[src/rtl/ucm_pkg.sv]
package ucm_pkg;
  typedef enum logic {
    STAGE_COMB = 1'b0,
    STAGE_REG  = 1'b1
  } ucm_stage_e;
endpackage

[src/rtl/ucm_xmul.sv]
// Column-wise vertical-and-crosswise unsigned multiplier.
module ucm_xmul #(
  parameter int W = 8
) (
  input  logic [W-1:0]   a,
  input  logic [W-1:0]   b,
  output logic [2*W-1:0] prod
);
  localparam int NCOL = 2*W - 1;
  localparam int CW   = $clog2(2*W) + 1;

  logic [CW-1:0] acc;
  logic [CW-1:0] carry;

  always_comb begin
    carry = '0;
    acc   = '0;
    prod  = '0;
    for (int k = 0; k < NCOL; k++) begin
      acc = carry;
      for (int i = 0; i < W; i++) begin
        if ((k - i) >= 0 && (k - i) < W)
          acc = acc + CW'(a[i] & b[k-i]);
      end
      prod[k] = acc[0];
      carry   = acc >> 1;
    end
    prod[2*W-1] = carry[0];
  end
endmodule

[src/rtl/ucm_core.sv]
// Four crosswise products combined into real and imaginary parts.
module ucm_core #(
  parameter int W = 8
) (
  input  logic [W-1:0]   x_re,
  input  logic [W-1:0]   x_im,
  input  logic [W-1:0]   y_re,
  input  logic [W-1:0]   y_im,
  output logic [2*W-1:0] p_rr,
  output logic [2*W-1:0] p_ii,
  output logic [2*W-1:0] p_ir,
  output logic [2*W-1:0] p_ri,
  output logic [2*W:0]   re_val,
  output logic [2*W:0]   im_val
);
  localparam int PW = 2*W;
  localparam int RW = 2*W + 1;

  function automatic logic [RW-1:0] diff_part(input logic [PW-1:0] p, input logic [PW-1:0] q);
    return {1'b0, p} - {1'b0, q};
  endfunction

  function automatic logic [RW-1:0] sum_part(input logic [PW-1:0] p, input logic [PW-1:0] q);
    return {1'b0, p} + {1'b0, q};
  endfunction

  ucm_xmul #(.W(W)) u_rr (.a(x_re), .b(y_re), .prod(p_rr));
  ucm_xmul #(.W(W)) u_ii (.a(x_im), .b(y_im), .prod(p_ii));
  ucm_xmul #(.W(W)) u_ir (.a(x_im), .b(y_re), .prod(p_ir));
  ucm_xmul #(.W(W)) u_ri (.a(x_re), .b(y_im), .prod(p_ri));

  assign re_val = diff_part(p_rr, p_ii);
  assign im_val = sum_part(p_ir, p_ri);
endmodule

[src/rtl/ucmplx_mult.sv]
module ucmplx_mult #(
  parameter int W = 8,
  parameter ucm_pkg::ucm_stage_e STAGE = ucm_pkg::STAGE_REG
) (
  input  logic           clk,
  input  logic           rst_n,
  input  logic           in_valid,
  input  logic [W-1:0]   x_re,
  input  logic [W-1:0]   x_im,
  input  logic [W-1:0]   y_re,
  input  logic [W-1:0]   y_im,
  output logic [2*W:0]   re_out,
  output logic [2*W:0]   im_out,
  output logic           re_neg,
  output logic           out_valid
);
  localparam int PW = 2*W;
  localparam int RW = 2*W + 1;

  logic [PW-1:0] p_rr, p_ii, p_ir, p_ri;
  logic [RW-1:0] re_comb, im_comb;
  logic          neg_comb;

  ucm_core #(.W(W)) u_core (
    .x_re(x_re), .x_im(x_im), .y_re(y_re), .y_im(y_im),
    .p_rr(p_rr), .p_ii(p_ii), .p_ir(p_ir), .p_ri(p_ri),
    .re_val(re_comb), .im_val(im_comb)
  );

  assign neg_comb = re_comb[RW-1];

  generate
    if (STAGE == ucm_pkg::STAGE_REG) begin : g_reg
      logic [RW-1:0] re_q, im_q;
      logic          neg_q, vld_q;

      always_ff @(posedge clk or negedge rst_n) begin
        if (!rst_n) begin
          re_q  <= '0;
          im_q  <= '0;
          neg_q <= 1'b0;
          vld_q <= 1'b0;
        end else begin
          vld_q <= in_valid;
          if (in_valid) begin
            re_q  <= re_comb;
            im_q  <= im_comb;
            neg_q <= neg_comb;
          end
        end
      end

      assign re_out    = re_q;
      assign im_out    = im_q;
      assign re_neg    = neg_q;
      assign out_valid = vld_q;

      AST_VALID_RISE: assert property (@(posedge clk) disable iff (!rst_n)
        in_valid |=> out_valid);
      AST_VALID_DROP: assert property (@(posedge clk) disable iff (!rst_n)
        !in_valid |=> !out_valid);
      AST_HOLD_IDLE: assert property (@(posedge clk) disable iff (!rst_n)
        !in_valid |=> ($stable(re_out) && $stable(im_out) && $stable(re_neg)));
      AST_CAPTURE: assert property (@(posedge clk) disable iff (!rst_n)
        in_valid |=> (re_out == $past(re_comb) && im_out == $past(im_comb)));
    end else begin : g_comb
      assign re_out    = re_comb;
      assign im_out    = im_comb;
      assign re_neg    = neg_comb;
      assign out_valid = in_valid;
    end
  endgenerate

  AST_PROD_RR: assert property (@(posedge clk) disable iff (!rst_n)
    p_rr == PW'(x_re * y_re));
  AST_RE_BALANCE: assert property (@(posedge clk) disable iff (!rst_n)
    RW'(re_comb + {1'b0, p_ii}) == {1'b0, p_rr});
  AST_NO_OVERFLOW: assert property (@(posedge clk) disable iff (!rst_n)
    (im_comb >= {1'b0, p_ir}) && (im_comb >= {1'b0, p_ri}));
  AST_SIGN_FLAG: assert property (@(posedge clk) disable iff (!rst_n)
    neg_comb == (p_ii > p_rr));
endmodule

[config.mk]
export PLATFORM = sky130hd
export DESIGN_NAME = ucmplx_mult
export DESIGN_NICKNAME = d
export VERILOG_FILES = /design/src/rtl/ucm_pkg.sv /design/src/rtl/ucm_xmul.sv /design/src/rtl/ucm_core.sv /design/src/rtl/ucmplx_mult.sv
export SDC_FILE = /design/constraint.sdc
export NUM_CORES = 1
export LEC_CHECK = 0
export BUFFER_PORTS_ARGS = -buffer_cell sky130_fd_sc_hd__buf_4
export CELL_PAD_IN_SITES_DETAIL_PLACEMENT = 1
export CELL_PAD_IN_SITES_GLOBAL_PLACEMENT = 1
export CORE_UTILIZATION = 50
export DETAILED_ROUTE_END_ITERATION = 6
export PLACE_DENSITY_LB_ADDON = 0.25
export SLEW_MARGIN = 20
export SYNTH_ARGS = -nofsm -noshare
export SYNTH_HDL_FRONTEND = slang
export SYNTH_HIERARCHICAL = 1
export SYNTH_SLANG_ARGS = --single-unit
[constraint.sdc]
create_clock -name clk -period 0.8 [get_ports clk]
set_input_delay 0.04 -clock clk [delete_from_list [all_inputs] [get_ports clk]]
set_output_delay 0.04 -clock clk [all_outputs]
set_load 0.005 [all_outputs]
==> impl_metrics.tcl, run 1 <==
set metrics [dict create \
    synth_top_cells_by_area "fa_1 25%, ha_1 20%, and2_1 7.5%" \
    synth_simple_gate_area_frac 0.179 \
    io_buffers 70 \
    synth_top_family_by_area "adder cells" \
    status "stopped before the end" \
    ys_types 72 \
    gp_congestion 0.893 \
    grt_overflow_total 107 \
    synth-adder-area-share 0.449 \
    clockBufferDepth 2 \
    cts-root-buf "clkbuf_16" \
    yosys.area.top_type "fa_1" \
    synth_mux_area_frac 0.0458 \
    yosys_most_used_dff "dfrtp_1" \
    grt.total_usage 0.737 \
    synth_compound_area_frac 0.114 \
    synth_xor_area_frac 0.0619 \
    async_flop_share 1.00 \
    grt_max_degree 36 \
    netlist_instances 1338 \
    cts.htree.levels 2 \
    syn_area_per_cell_um2 9.00 \
    grt_first_pass_wirelength_um 129000 \
    synth_nets 1715 \
    synth_top_area_frac 0.249 \
    stop_stage "global routing (5_1_grt)" \
    ios 71 \
    die_w_um 157 \
    firstError "[ERROR GRT-0116] Global routing finished with congestion. Check the congestion regions in the DRC Viewer." \
    grt_pass1_vias 17800 \
    clkSinkCount 35 \
    cts_made_buffers 5 \
    synth_edf_count 0 \
    netlist_area_um2 12000 \
    start_util 0.511 \
    dp_hpwl_um 41700 \
    ys_ff_latch 35 \
    synth_seq_area_share 0.0728 \
    ys_warn_count 6 \
    rows 56 \
    die_height_um 157 \
]
==> synth_stat cells (all sizes together), types with 19 or more instances <==
cell type and count:
nor2b 24, xnor2 51, nor2 33, dfrtp 35
fa 150, xor2 34, a21o 37, nand2 144
mux2 36, inv 217, o21ai 19, and2 145
a21oi 66, ha 192
==> timing repair <==
item                                    CTS
buffers inserted                         24
resized for setup                       193
hold endpoints to repair                 35
pin swaps                                70
hold buffers                              1
endpoints found under the setup margin   70
==> layer usage <==
| metal | GRT overflow | track usage |
|---|---|---|
| met5 | 2 | 0.263 |
| met4 | 45 | 0.776 |
| met3 | 0 | 0.525 |
| met2 | 58 | 0.935 |
| met1 | 2 | 0.733 |
==> through the flow <==
stage                     setup TNS (ns)  setup WS [ns]  area, µm²  cells  hold slack (ns)
after floorplan                  -371.20         -19.90      13000   1338           -0.256
after global placement           -390.69         -20.52      15700   1978          0.00396
after detailed placement         -407.02         -21.45      15700   1978           0.0225
after CTS                        -405.95         -21.45      16800   2011           0.0828
==> cell families after synthesis <==
family | count (synthesis)
AOI/OAI and AO/OA | 196
xor gates and xnor gates | 85
adders and majority gates | 342
buffers and inverters | 232
DFF | 35
muxes | 39
and+or+nand+nor | 409
==> inputs of run 2 (changes only) <==
CELL_PAD_IN_SITES_DETAIL_PLACEMENT = default   (was 1)
CELL_PAD_IN_SITES_GLOBAL_PLACEMENT = default   (was 1)
CORE_UTILIZATION = 40   (was 50)
PLACE_DENSITY_LB_ADDON = 0.15   (was 0.25)
==> impl_metrics.tcl, run 2 <==
set metrics [dict create \
    mostFrequentLayoutCells "300 x buf_4, 143 x nand2_1, 140 x inv_1, 134 x and2_1, 126 x fa_1" \
    cpMostUsedCell "fa_1" \
    clk_latency_ns 0.30 \
    worst_pin_slew_ns 0.545 \
    synth_nets 1715 \
    grt_first_pass_wirelength_um 56500 \
    cts_tree "done" \
    ys_warn_count 6 \
    die_w_um 175 \
    critical_path.endpoint "im_out[15]" \
    crit_path_max_fanout 5 \
    io_buffers 70 \
    core_area_um2 29600 \
    whs_ns 0.0761 \
    antenna_found_initial 1 \
    cts-root-buf "clkbuf_16" \
    hold_viol 0 \
    cts_made_buffers 5 \
    grt_pass1_vias 11200 \
    rows 63 \
    status "complete, but fails checks" \
    die_height_um 175 \
    first_pass_iters 4 \
    syn_area_per_cell_um2 9.00 \
    synth_top_area_frac 0.249 \
    reg2reg_to "im_out[9]" \
    grt.total_usage 0.233 \
    wl_per_cell_um 16.3 \
    clkTransAtPathRegs_ns 0.06 \
    synth_edf_count 0 \
    cts.htree.levels 2 \
    worstPathArrival_ns 21.30 \
    violations "setup timing" \
    fin_crit_ns 21.07 \
    grt_overflow_total 0 \
    async_flop_share 1.00 \
    final.period_utilization 26.3 \
    nFillCells 2690 \
    ios 71 \
    maxSlewViolCount 0 \
    area_growth_pct 42.4 \
    layout_setup_ws_ns -20.27 \
    via_per_inst 4.97 \
    worstRegToRegCells 2 \
    totalWireLength_um 34500 \
    nets 2099 \
    max_freq_mhz 47.5 \
    diodes 0 \
    synth_top_cells_by_area "fa_1 25%, ha_1 20%, and2_1 7.5%" \
    yosys.area.top_type "fa_1" \
    yosys_most_used_dff "dfrtp_1" \
    hold_path.class "input port to flop" \
    netlist_area_um2 12000 \
    cp.required_ns 1.04 \
    gp_congestion 0.881 \
    dp_hpwl_um 28700 \
    start_util 0.406 \
    drv_cap 0 \
    synth_seq_area_share 0.0728 \
    crit_slowest_cell "fa_1" \
    yosysMostFrequentCell "inv_1" \
    clkSinkCount 35 \
    synth_commonest_cells "217 x inv_1, 192 x ha_1, 150 x fa_1" \
    critPathKind "input port to flop" \
    worstSetupStartpointType "input port" \
    slew-limit-headroom 0.633 \
    dieArea_um2 30800 \
    ys_ff_latch 35 \
    ys_types 72 \
    reg2reg_from "im_out[9]" \
    crit_path_start "y_re[0]" \
    rsz0062_at_grt "yes" \
    slowest_delay_ns 0.54 \
    num_vias 10500 \
    drc 0 \
    setup_viol 70 \
    rrSetupSlack_ns -0.10 \
    drtIter0Drc 314 \
    final_layout_size_suffix_gt1_frac 0.393 \
    grt_max_degree 36 \
    crit_path_end_kind "flop" \
    ant_nets 0 \
    clockBufferDepth 2 \
    layout_commonest_cell "buf_4" \
    fin_skew_ns 0 \
    netlist_instances 1338 \
]
-- run 2: cells by family after synthesis --
| logic type | Yosys count | synth area share |
|---|---|---|
| and+or+nand+nor | 409 | 0.179 |
| DFF | 35 | 0.0728 |
| adders and majority gates | 342 | 0.449 |
| buffers and inverters | 232 | 0.0779 |
| xor gates and xnor gates | 85 | 0.0619 |
| AOI/OAI and AO/OA | 196 | 0.114 |
| muxes | 39 | 0.0458 |
-- run 2: per-layer routing --
metal / global-route usage / wire length (µm) / part of all wire
met5: 0 / 0 / 0
met4: 0.0859 / 1070 / 0.031
met3: 0.0130 / 771 / 0.022
met2: 0.420 / 17400 / 0.51
met1: 0.291 / 15200 / 0.44
-- run 2: through the flow --
stage          setup slack (ns)  cells   util  area [µm²]  TNS (ns)
4_1_cts                  -20.24   2101  0.568       16800   -383.09
3_5_place_dp             -20.76   2068  0.538       15900   -394.77
6_report                 -20.27   2113  0.578       17100   -381.97
2_1_floorplan            -19.90   1338      -       13000   -371.20
5_1_grt                  -20.87   2113  0.578       17100   -393.65
3_3_place_gp             -20.52   2068  0.538       15900   -390.69
-- run 2: layout make-up --
cell class / instances / area (µm²) / share of cell area
inverter: 217 / 840 / 0.0490
multi-input combinational: 1071 / 11400 / 0.666
tap: 390 / 488 / 0.0285
timing repair buffer: 392 / 3340 / 0.195
clock buffer: 6 / 139 / 0.00810
sequential: 35 / 876 / 0.0511
clock inverter: 2 / 38.8 / 0.00226
-- run 2: repair_timing --
action / CTS / global route
gates cloned: 0 / 0
setup endpoints to repair: 70 / 70
setup buffers: 24 / 15
pin swaps: 53 / 30
hold buffers: 1 / 0
endpoints found under the hold margin: 35 / 0
gates resized for setup: 123 / 69
-- run 2: how the worst min path moves through the flow --
stage              from        end  slack, ns  depth (start not counted)
2_1_floorplan     rst_n  im_out[0]      -0.26                          0
3_3_place_gp      rst_n  re_out[4]       0.03                          1
3_5_place_dp      rst_n  re_out[4]       0.03                          1
4_1_cts        in_valid  out_valid       0.07                          2
5_1_grt        in_valid  out_valid       0.08                          2
6_report       in_valid  out_valid       0.08                          2
-- run 2: critical path, delay by kind of cell --
kind            cells  cell delay [ns]
compound gates      1             0.27
xor+xnor            1             0.18
fa+ha+maj          47            18.57
buf+inv            21             1.10
mux                 2             0.46
simple gates        4             0.68
Power of run 2 is left out: the tool's default activity adds up to more than one toggle a clock period on the data nets, which glitch-free logic cannot reach.
